$ cat src/rtl/irq_route_pkg.sv
package irq_route_pkg;
  localparam int DATA_W = 32;
  localparam int ADDR_W = 3;
  localparam int SEL_W  = 5;

  localparam logic [ADDR_W-1:0] ADR_CFG_BASE = 3'd0;
  localparam logic [ADDR_W-1:0] ADR_FLAG     = 3'd4;
  localparam logic [ADDR_W-1:0] ADR_CLEAR    = 3'd5;

  typedef struct packed {
    logic             en;
    logic [SEL_W-1:0] sel;
  } route_cfg_t;

  localparam int CFG_W = $bits(route_cfg_t);
endpackage

$ cat src/rtl/irq_route_cfg.sv
module irq_route_cfg
  import irq_route_pkg::*;
#(
  parameter int NUM_LINES = 3
) (
  input  logic                        clk,
  input  logic                        rst,
  input  logic                        wr_en,
  input  logic [ADDR_W-1:0]           wr_addr,
  input  logic [CFG_W-1:0]            wr_data,
  output route_cfg_t [NUM_LINES-1:0]  cfg_o
);
  for (genvar g = 0; g < NUM_LINES; g++) begin : g_line
    localparam logic [ADDR_W-1:0] MY_ADDR = ADR_CFG_BASE + ADDR_W'(g);
    always_ff @(posedge clk) begin
      if (rst)
        cfg_o[g] <= '0;
      else if (wr_en && wr_addr == MY_ADDR)
        cfg_o[g] <= route_cfg_t'(wr_data);
    end
  end
endmodule

$ cat src/rtl/irq_route_match.sv
module irq_route_match
  import irq_route_pkg::*;
#(
  parameter int NUM_CH    = 32,
  parameter int NUM_LINES = 3
) (
  input  route_cfg_t [NUM_LINES-1:0] cfg_i,
  input  logic [NUM_CH-1:0]          done_i,
  output logic [NUM_LINES-1:0]       hit_o,
  output logic [NUM_CH-1:0]          claim_o
);
  localparam int PAD_W = 1 << SEL_W;

  logic [PAD_W-1:0] done_pad;

  always_comb begin
    done_pad = '0;
    done_pad[NUM_CH-1:0] = done_i;
  end

  for (genvar g = 0; g < NUM_LINES; g++) begin : g_hit
    assign hit_o[g] = cfg_i[g].en & done_pad[cfg_i[g].sel];
  end

  always_comb begin
    claim_o = '0;
    for (int c = 0; c < NUM_CH; c++) begin
      for (int l = 0; l < NUM_LINES; l++) begin
        if (cfg_i[l].en && cfg_i[l].sel == SEL_W'(c))
          claim_o[c] = 1'b1;
      end
    end
  end
endmodule

$ cat src/rtl/irq_route_flags.sv
module irq_route_flags #(
  parameter int NUM_CH = 32
) (
  input  logic              clk,
  input  logic              rst,
  input  logic [NUM_CH-1:0] set_i,
  input  logic [NUM_CH-1:0] clr_i,
  output logic [NUM_CH-1:0] flag_q,
  output logic              any_q
);
  logic [NUM_CH-1:0] flag_n;

  assign flag_n = (flag_q & ~clr_i) | set_i;

  always_ff @(posedge clk) begin
    if (rst) begin
      flag_q <= '0;
      any_q  <= 1'b0;
    end else begin
      flag_q <= flag_n;
      any_q  <= |flag_n;
    end
  end
endmodule

$ cat src/rtl/irq_route.sv
module irq_route
  import irq_route_pkg::*;
#(
  parameter int NUM_CH    = 32,
  parameter int NUM_LINES = 3
) (
  input  logic                 clk,
  input  logic                 rst,
  input  logic                 reg_wr,
  input  logic [2:0]           reg_addr,
  input  logic [31:0]          reg_wdata,
  output logic [31:0]          reg_rdata,
  input  logic [NUM_CH-1:0]    done_i,
  output logic [NUM_LINES:0]   irq_o
);
  route_cfg_t [NUM_LINES-1:0] cfg;
  logic [NUM_LINES-1:0]       hit;
  logic [NUM_LINES-1:0]       hit_q;
  logic [NUM_CH-1:0]          claim;
  logic [NUM_CH-1:0]          set_mask;
  logic [NUM_CH-1:0]          clr_mask;
  logic [NUM_CH-1:0]          flag_q;
  logic                       any_q;
  logic [DATA_W-1:0]          rd_mux;
  logic [NUM_LINES-1:0]       cfg_en;

  irq_route_cfg #(.NUM_LINES(NUM_LINES)) u_cfg (
    .clk     (clk),
    .rst     (rst),
    .wr_en   (reg_wr),
    .wr_addr (reg_addr),
    .wr_data (reg_wdata[CFG_W-1:0]),
    .cfg_o   (cfg)
  );

  irq_route_match #(.NUM_CH(NUM_CH), .NUM_LINES(NUM_LINES)) u_match (
    .cfg_i   (cfg),
    .done_i  (done_i),
    .hit_o   (hit),
    .claim_o (claim)
  );

  assign set_mask = done_i & ~claim;
  assign clr_mask = (reg_wr && reg_addr == ADR_CLEAR) ? reg_wdata[NUM_CH-1:0] : '0;

  irq_route_flags #(.NUM_CH(NUM_CH)) u_flags (
    .clk    (clk),
    .rst    (rst),
    .set_i  (set_mask),
    .clr_i  (clr_mask),
    .flag_q (flag_q),
    .any_q  (any_q)
  );

  for (genvar g = 0; g < NUM_LINES; g++) begin : g_en
    assign cfg_en[g] = cfg[g].en;
  end

  always_comb begin
    rd_mux = '0;
    if (reg_addr == ADR_FLAG)
      rd_mux[NUM_CH-1:0] = flag_q;
    for (int l = 0; l < NUM_LINES; l++) begin
      if (reg_addr == ADR_CFG_BASE + ADDR_W'(l))
        rd_mux[CFG_W-1:0] = cfg[l];
    end
  end

  always_ff @(posedge clk) begin
    if (rst) begin
      hit_q     <= '0;
      reg_rdata <= '0;
    end else begin
      hit_q     <= hit;
      reg_rdata <= rd_mux;
    end
  end

  assign irq_o = {hit_q, any_q};
endmodule

$ cat config.mk
export PLATFORM = sky130hd
export DESIGN_NAME = irq_route
export DESIGN_NICKNAME = d
export VERILOG_FILES = /design/src/rtl/irq_route_pkg.sv /design/src/rtl/irq_route_cfg.sv /design/src/rtl/irq_route_match.sv /design/src/rtl/irq_route_flags.sv /design/src/rtl/irq_route.sv
export SDC_FILE = /design/constraint.sdc
export NUM_CORES = 1
export LEC_CHECK = 0
export ABC_AREA = 1
export BUFFER_PORTS_ARGS = -buffer_cell sky130_fd_sc_hd__buf_2
export CAP_MARGIN = 40
export CORE_MARGIN = 3
export CORE_UTILIZATION = 30
export CTS_BUF_LIST = sky130_fd_sc_hd__clkbuf_8
export DETAILED_ROUTE_END_ITERATION = 8
export SLEW_MARGIN = 25
export SYNTH_ARGS = -nofsm -noshare
export SYNTH_HDL_FRONTEND = slang
export SYNTH_HIERARCHICAL = 1
export SYNTH_SLANG_ARGS = --single-unit
$ cat constraint.sdc
create_clock -name clk -period 3.7 [get_ports clk]
set_input_delay 0.37 -clock clk [delete_from_list [all_inputs] [get_ports clk]]
set_output_delay 0.37 -clock clk [all_outputs]
set_load 0.01 [all_outputs]
==> results.txt <==
The number of synthesized flops with an enable pin was 0; the wire length reported by the detailed router was 21500 um. Sorting the synthesized cells by how often they occur yields 427 x sky130_fd_sc_hd__nand2_1, 215 x sky130_fd_sc_hd__nor2_1, 187 x sky130_fd_sc_hd__inv_1. The core occupancy in the finished layout was 35.0%; the overall power after layout was 2.05 mW. Gates resized during post-CTS repair numbered 0. The final net count is 1290, and the leakage power of the design is 3.83 nW. Entering global routing, the biggest net connects 39 pins.

VDD sags by at most 0.183 mV. The critical path in this run is classified as reg2reg. The ratio of routed vias to standard cells came out at 4.55. The tools report the number of antenna violations at the first check in global routing as 0. During synthesis, Yosys emitted a total of 6 warnings. Global routing finished with a remaining overflow of 0. Period utilization: 61.8%. For met1 alone, demand over resource in global routing was 25.7%. The run gives 1490 as the number of standard cells in the layout, taps in and fillers out.

The tree is rooted in a sky130_fd_sc_hd__clkbuf_8. The die covers 22000 um2. Each instance of the synthesized netlist takes up on average 5.37 um2.

The total area inside the core boundary comes to 19700 um2. The number of H-tree levels came out at 3. The maximum clock insertion buffer count came out at 2. After synthesis, the cell types taking the most area are sky130_fd_sc_hd__dfxtp_1 28%, sky130_fd_sc_hd__nand2_1 26%, sky130_fd_sc_hd__nor2_1 13%. Part of the total power dissipated in sequential elements: 48.4%. The power per cell area is 297 nW/um2.

The tightest hold path in the finished design has a slack of 0.357 ns. Synthesis inferred 86 register bits. Static timing analysis puts the maximum clock frequency at 437 MHz. Once the floorplan was initialized, standard cells occupied 30.9% of the core. The power spent charging and discharging nets is 694 uW. Global routing used 19.3% of the available tracks. The max-slew violation count was 0. The area growth from synthesis to layout is 13.4%.

The hold violation total from the final report is 0. For this run, asynchronously set or reset flops after synthesis account for 0%. The run gives 1720 um2 as the sequential cell area in the final layout.

The worst hold path belongs to the class in2reg. The most crowded layer after global routing was met2. The standard-cell row count came out at 51.

Net switching is 33.9% of the power. Shortest period the worst path allows: 2.29 ns. After detailed routing, the average wire length per cell comes to 14.4 um. The number of antenna diodes in the final layout is 0. The clock drives 86 sinks. The worst pin sits at a relative slew slack of 41.3%.

TritonCTS built the clock tree. The combined buffer and inverter count along the critical path was 1. The wire-length estimate of the detail-placed layout is 16500 um.

In the synthesized netlist, the number of instances is 1133. Once placement completed, the tool counted placed cells totaling 1473. The count of hold-fix buffers inserted at cts was 0; the post-synthesis instance area was 6090 um2. The cell area after layout is 6900 um2, and the worst setup slack before clock tree synthesis is 1.46 ns. Setup violations remaining at the end of the flow were counted as 0.

After detailed routing, the number of remaining DRC violations is 0. The number of DRC violations after detailed-routing iteration 0 came out at 590. Kind of cell adding the most delay to the critical path: simple AND/OR/NAND/NOR gates.

Among all flip-flop cells after synthesis, the most frequent one is sky130_fd_sc_hd__dfxtp_1. Dominant cell type by count on the critical path: sky130_fd_sc_hd__nor2_1. For this run, global-route usage on met3 was measured as 2.86%.

The run gives 2.53 ns as the arrival time of the worst setup path. Setup total negative slack on the finished layout was measured at 0 ns. In the final layout, the share of cells above drive strength 1 is 13.3%.

Clock tree synthesis inserted a total of 9 buffers. Combinational logic burns 18.9% of the power. Setup repair after global routing left no endpoint under its margin. The instance area after placement is 6690 um2. The flow ran to the end, and the final reports show no timing, DRC or antenna violations. For the number of setup buffers added after CTS, the log shows 0. The detailed router placed 6775 vias in this run. In the post-route analysis, the smallest setup slack over all paths is 1.41 ns. The pin slew with the least headroom to its limit came out at 0.880 ns. Buffers placed on the I/O ports in this run total 105.

The detail route stage leaves a number of antenna-violating nets equal to 0. Cell internal power was estimated by the tool at 1.36 mW. STA classifies the critical path startpoint as a flop. Yosys instantiated no cell more often than sky130_fd_sc_hd__nand2_1.

The tools report the multi-input logic area as 3260 um2. The critical path goes through nand2_1 > nor2_1 > nand2_1 > nand3_1 > nor2_1 > inv_1 > nand2_1 > nor2_1 > nand2_1 > nor2_1 > nand2_1 > nor2_1 > nor2_1. At the end of routability-driven placement, the weighted congestion stood at 0.975. STA classifies the critical path endpoint as a flop. The met2 routing resource usage after global routing was 31.6%; the clock-pin slew on the worst setup and hold paths was 0.10 ns. On the final layout, the worst clock skew is 0.0182 ns.

The first-pass iteration count of the detailed router is 7, and the data required time of the worst path is 3.94 ns. Of all nets on the critical path, the largest fanout is 12. The width of the die is 148 um, and the later-pin clock latency in the skew report is 0.38 ns. Fill cells in the final layout number 2303. The logs give 106 for the number of top-level pins and 6118 for the via count of the first global-routing pass.

The tools report the clock share of power as 32.6%. Summed over all instances, the cell type with the most area after synthesis is sky130_fd_sc_hd__dfxtp_1. The top cell type's share of synthesized area is 28.3%, and the distinct cell type count after synthesis is 20. Highest-delay cell along the critical path: sky130_fd_sc_hd__dfxtp_1.

Of the synthesized area, sequential elements account for 28.3%. On the worst path, the slowest cell contributes a delay of 0.71 ns. The number of max-cap violations was 0; the height of the die was 148 um. The post-synthesis net count is 1203, and the wire length of the first global-routing pass is 33300 um.
## cells by family after synthesis
group / after synthesis / synth area share (%)
AOI/OAI and AO/OA: 71 / 5.84
DFF: 86 / 28.3
and+or+nand+nor: 730 / 47.7
buffers and inverters: 246 / 18.2
## worst reg2reg max path, stage by stage, from the launching register on
cell	delay, ns
sky130_fd_sc_hd__dfxtp_1	0.71
sky130_fd_sc_hd__nand2_1	0.30
sky130_fd_sc_hd__nor2_1	0.24
sky130_fd_sc_hd__nand2_1	0.07
sky130_fd_sc_hd__nand3_1	0.09
sky130_fd_sc_hd__nor2_1	0.05
sky130_fd_sc_hd__inv_1	0.06
sky130_fd_sc_hd__nand2_1	0.05
sky130_fd_sc_hd__nor2_1	0.12
sky130_fd_sc_hd__nand2_1	0.07
sky130_fd_sc_hd__nor2_1	0.18
sky130_fd_sc_hd__nand2_1	0.08
sky130_fd_sc_hd__nor2_1	0.08
sky130_fd_sc_hd__nor2_1	0.04
## power groups by stage
stage | registers, mW | logic [mW] | clock network, mW
final | 0.993 | 0.388 | 0.669
after floorplan | 1.01 | 0.253 | 0
after CTS | 0.994 | 0.386 | 0.696
after global routing | 1.00 | 0.437 | 0.737
after global placement | 1.01 | 0.386 | 0
after detailed placement | 1.01 | 0.384 | 0
## placed cells by master (no fill, tap or decap), types with 2 or more instances in the layout
cell type,n
sky130_fd_sc_hd__nand2_1,427
sky130_fd_sc_hd__nor2_1,215
sky130_fd_sc_hd__inv_1,187
sky130_fd_sc_hd__buf_2,106
sky130_fd_sc_hd__dfxtp_1,86
sky130_fd_sc_hd__nand3_1,62
sky130_fd_sc_hd__a21oi_1,38
sky130_fd_sc_hd__o21ai_1,19
sky130_fd_sc_hd__o21ai_0,14
sky130_fd_sc_hd__inv_2,12
sky130_fd_sc_hd__nand2_2,10
sky130_fd_sc_hd__clkbuf_8,9
sky130_fd_sc_hd__buf_4,9
sky130_fd_sc_hd__nand4_1,7
sky130_fd_sc_hd__clkinv_1,7
sky130_fd_sc_hd__nor2_2,6
sky130_fd_sc_hd__nor2_4,2
sky130_fd_sc_hd__inv_8,2
sky130_fd_sc_hd__clkinv_8,2
sky130_fd_sc_hd__clkinv_4,2
## metal layers
metal,up-vias,wire length [um]
met1,2937,9450
met4,0,803
met2,290,9670
met3,49,1550
met5,-,0
li1,3499,-
## area by class of cell
| cell class | count | area share, % |
|---|---|---|
| clock buffer | 9 | 1.79 |
| clock inverter | 7 | 1.16 |
| inverter | 206 | 11.2 |
| multi-input combinational | 801 | 47.2 |
| sequential | 86 | 24.9 |
| tap | 265 | 4.80 |
| timing repair buffer | 116 | 8.88 |
## flip-flops by register name, summed over array words and instances, names as in the netlist
name and flops:
u_flags/any_q 1, u_cfg/cfg_o 18, u_flags/flag_q 32, hit_q 3
reg_rdata 32
## final timing paths
path | from | end | slack [ns] | depth (start not counted)
worst min-delay path | done_i[14] | u_flags/flag_q[14]$_SDFF_PP0_ | 0.36 | 5
worst max-delay path | u_cfg/cfg_o[0]$_SDFFE_PP0P_ | u_flags/any_q$_SDFF_PP0_ | 1.41 | 13
worst min register to register | u_flags/flag_q[16]$_SDFF_PP0_ | reg_rdata[16]$_SDFF_PP0_ | 0.42 | 2
worst max register to register | u_cfg/cfg_o[0]$_SDFFE_PP0P_ | u_flags/any_q$_SDFF_PP0_ | 1.41 | 13
Power figures use the tool's default switching activity.
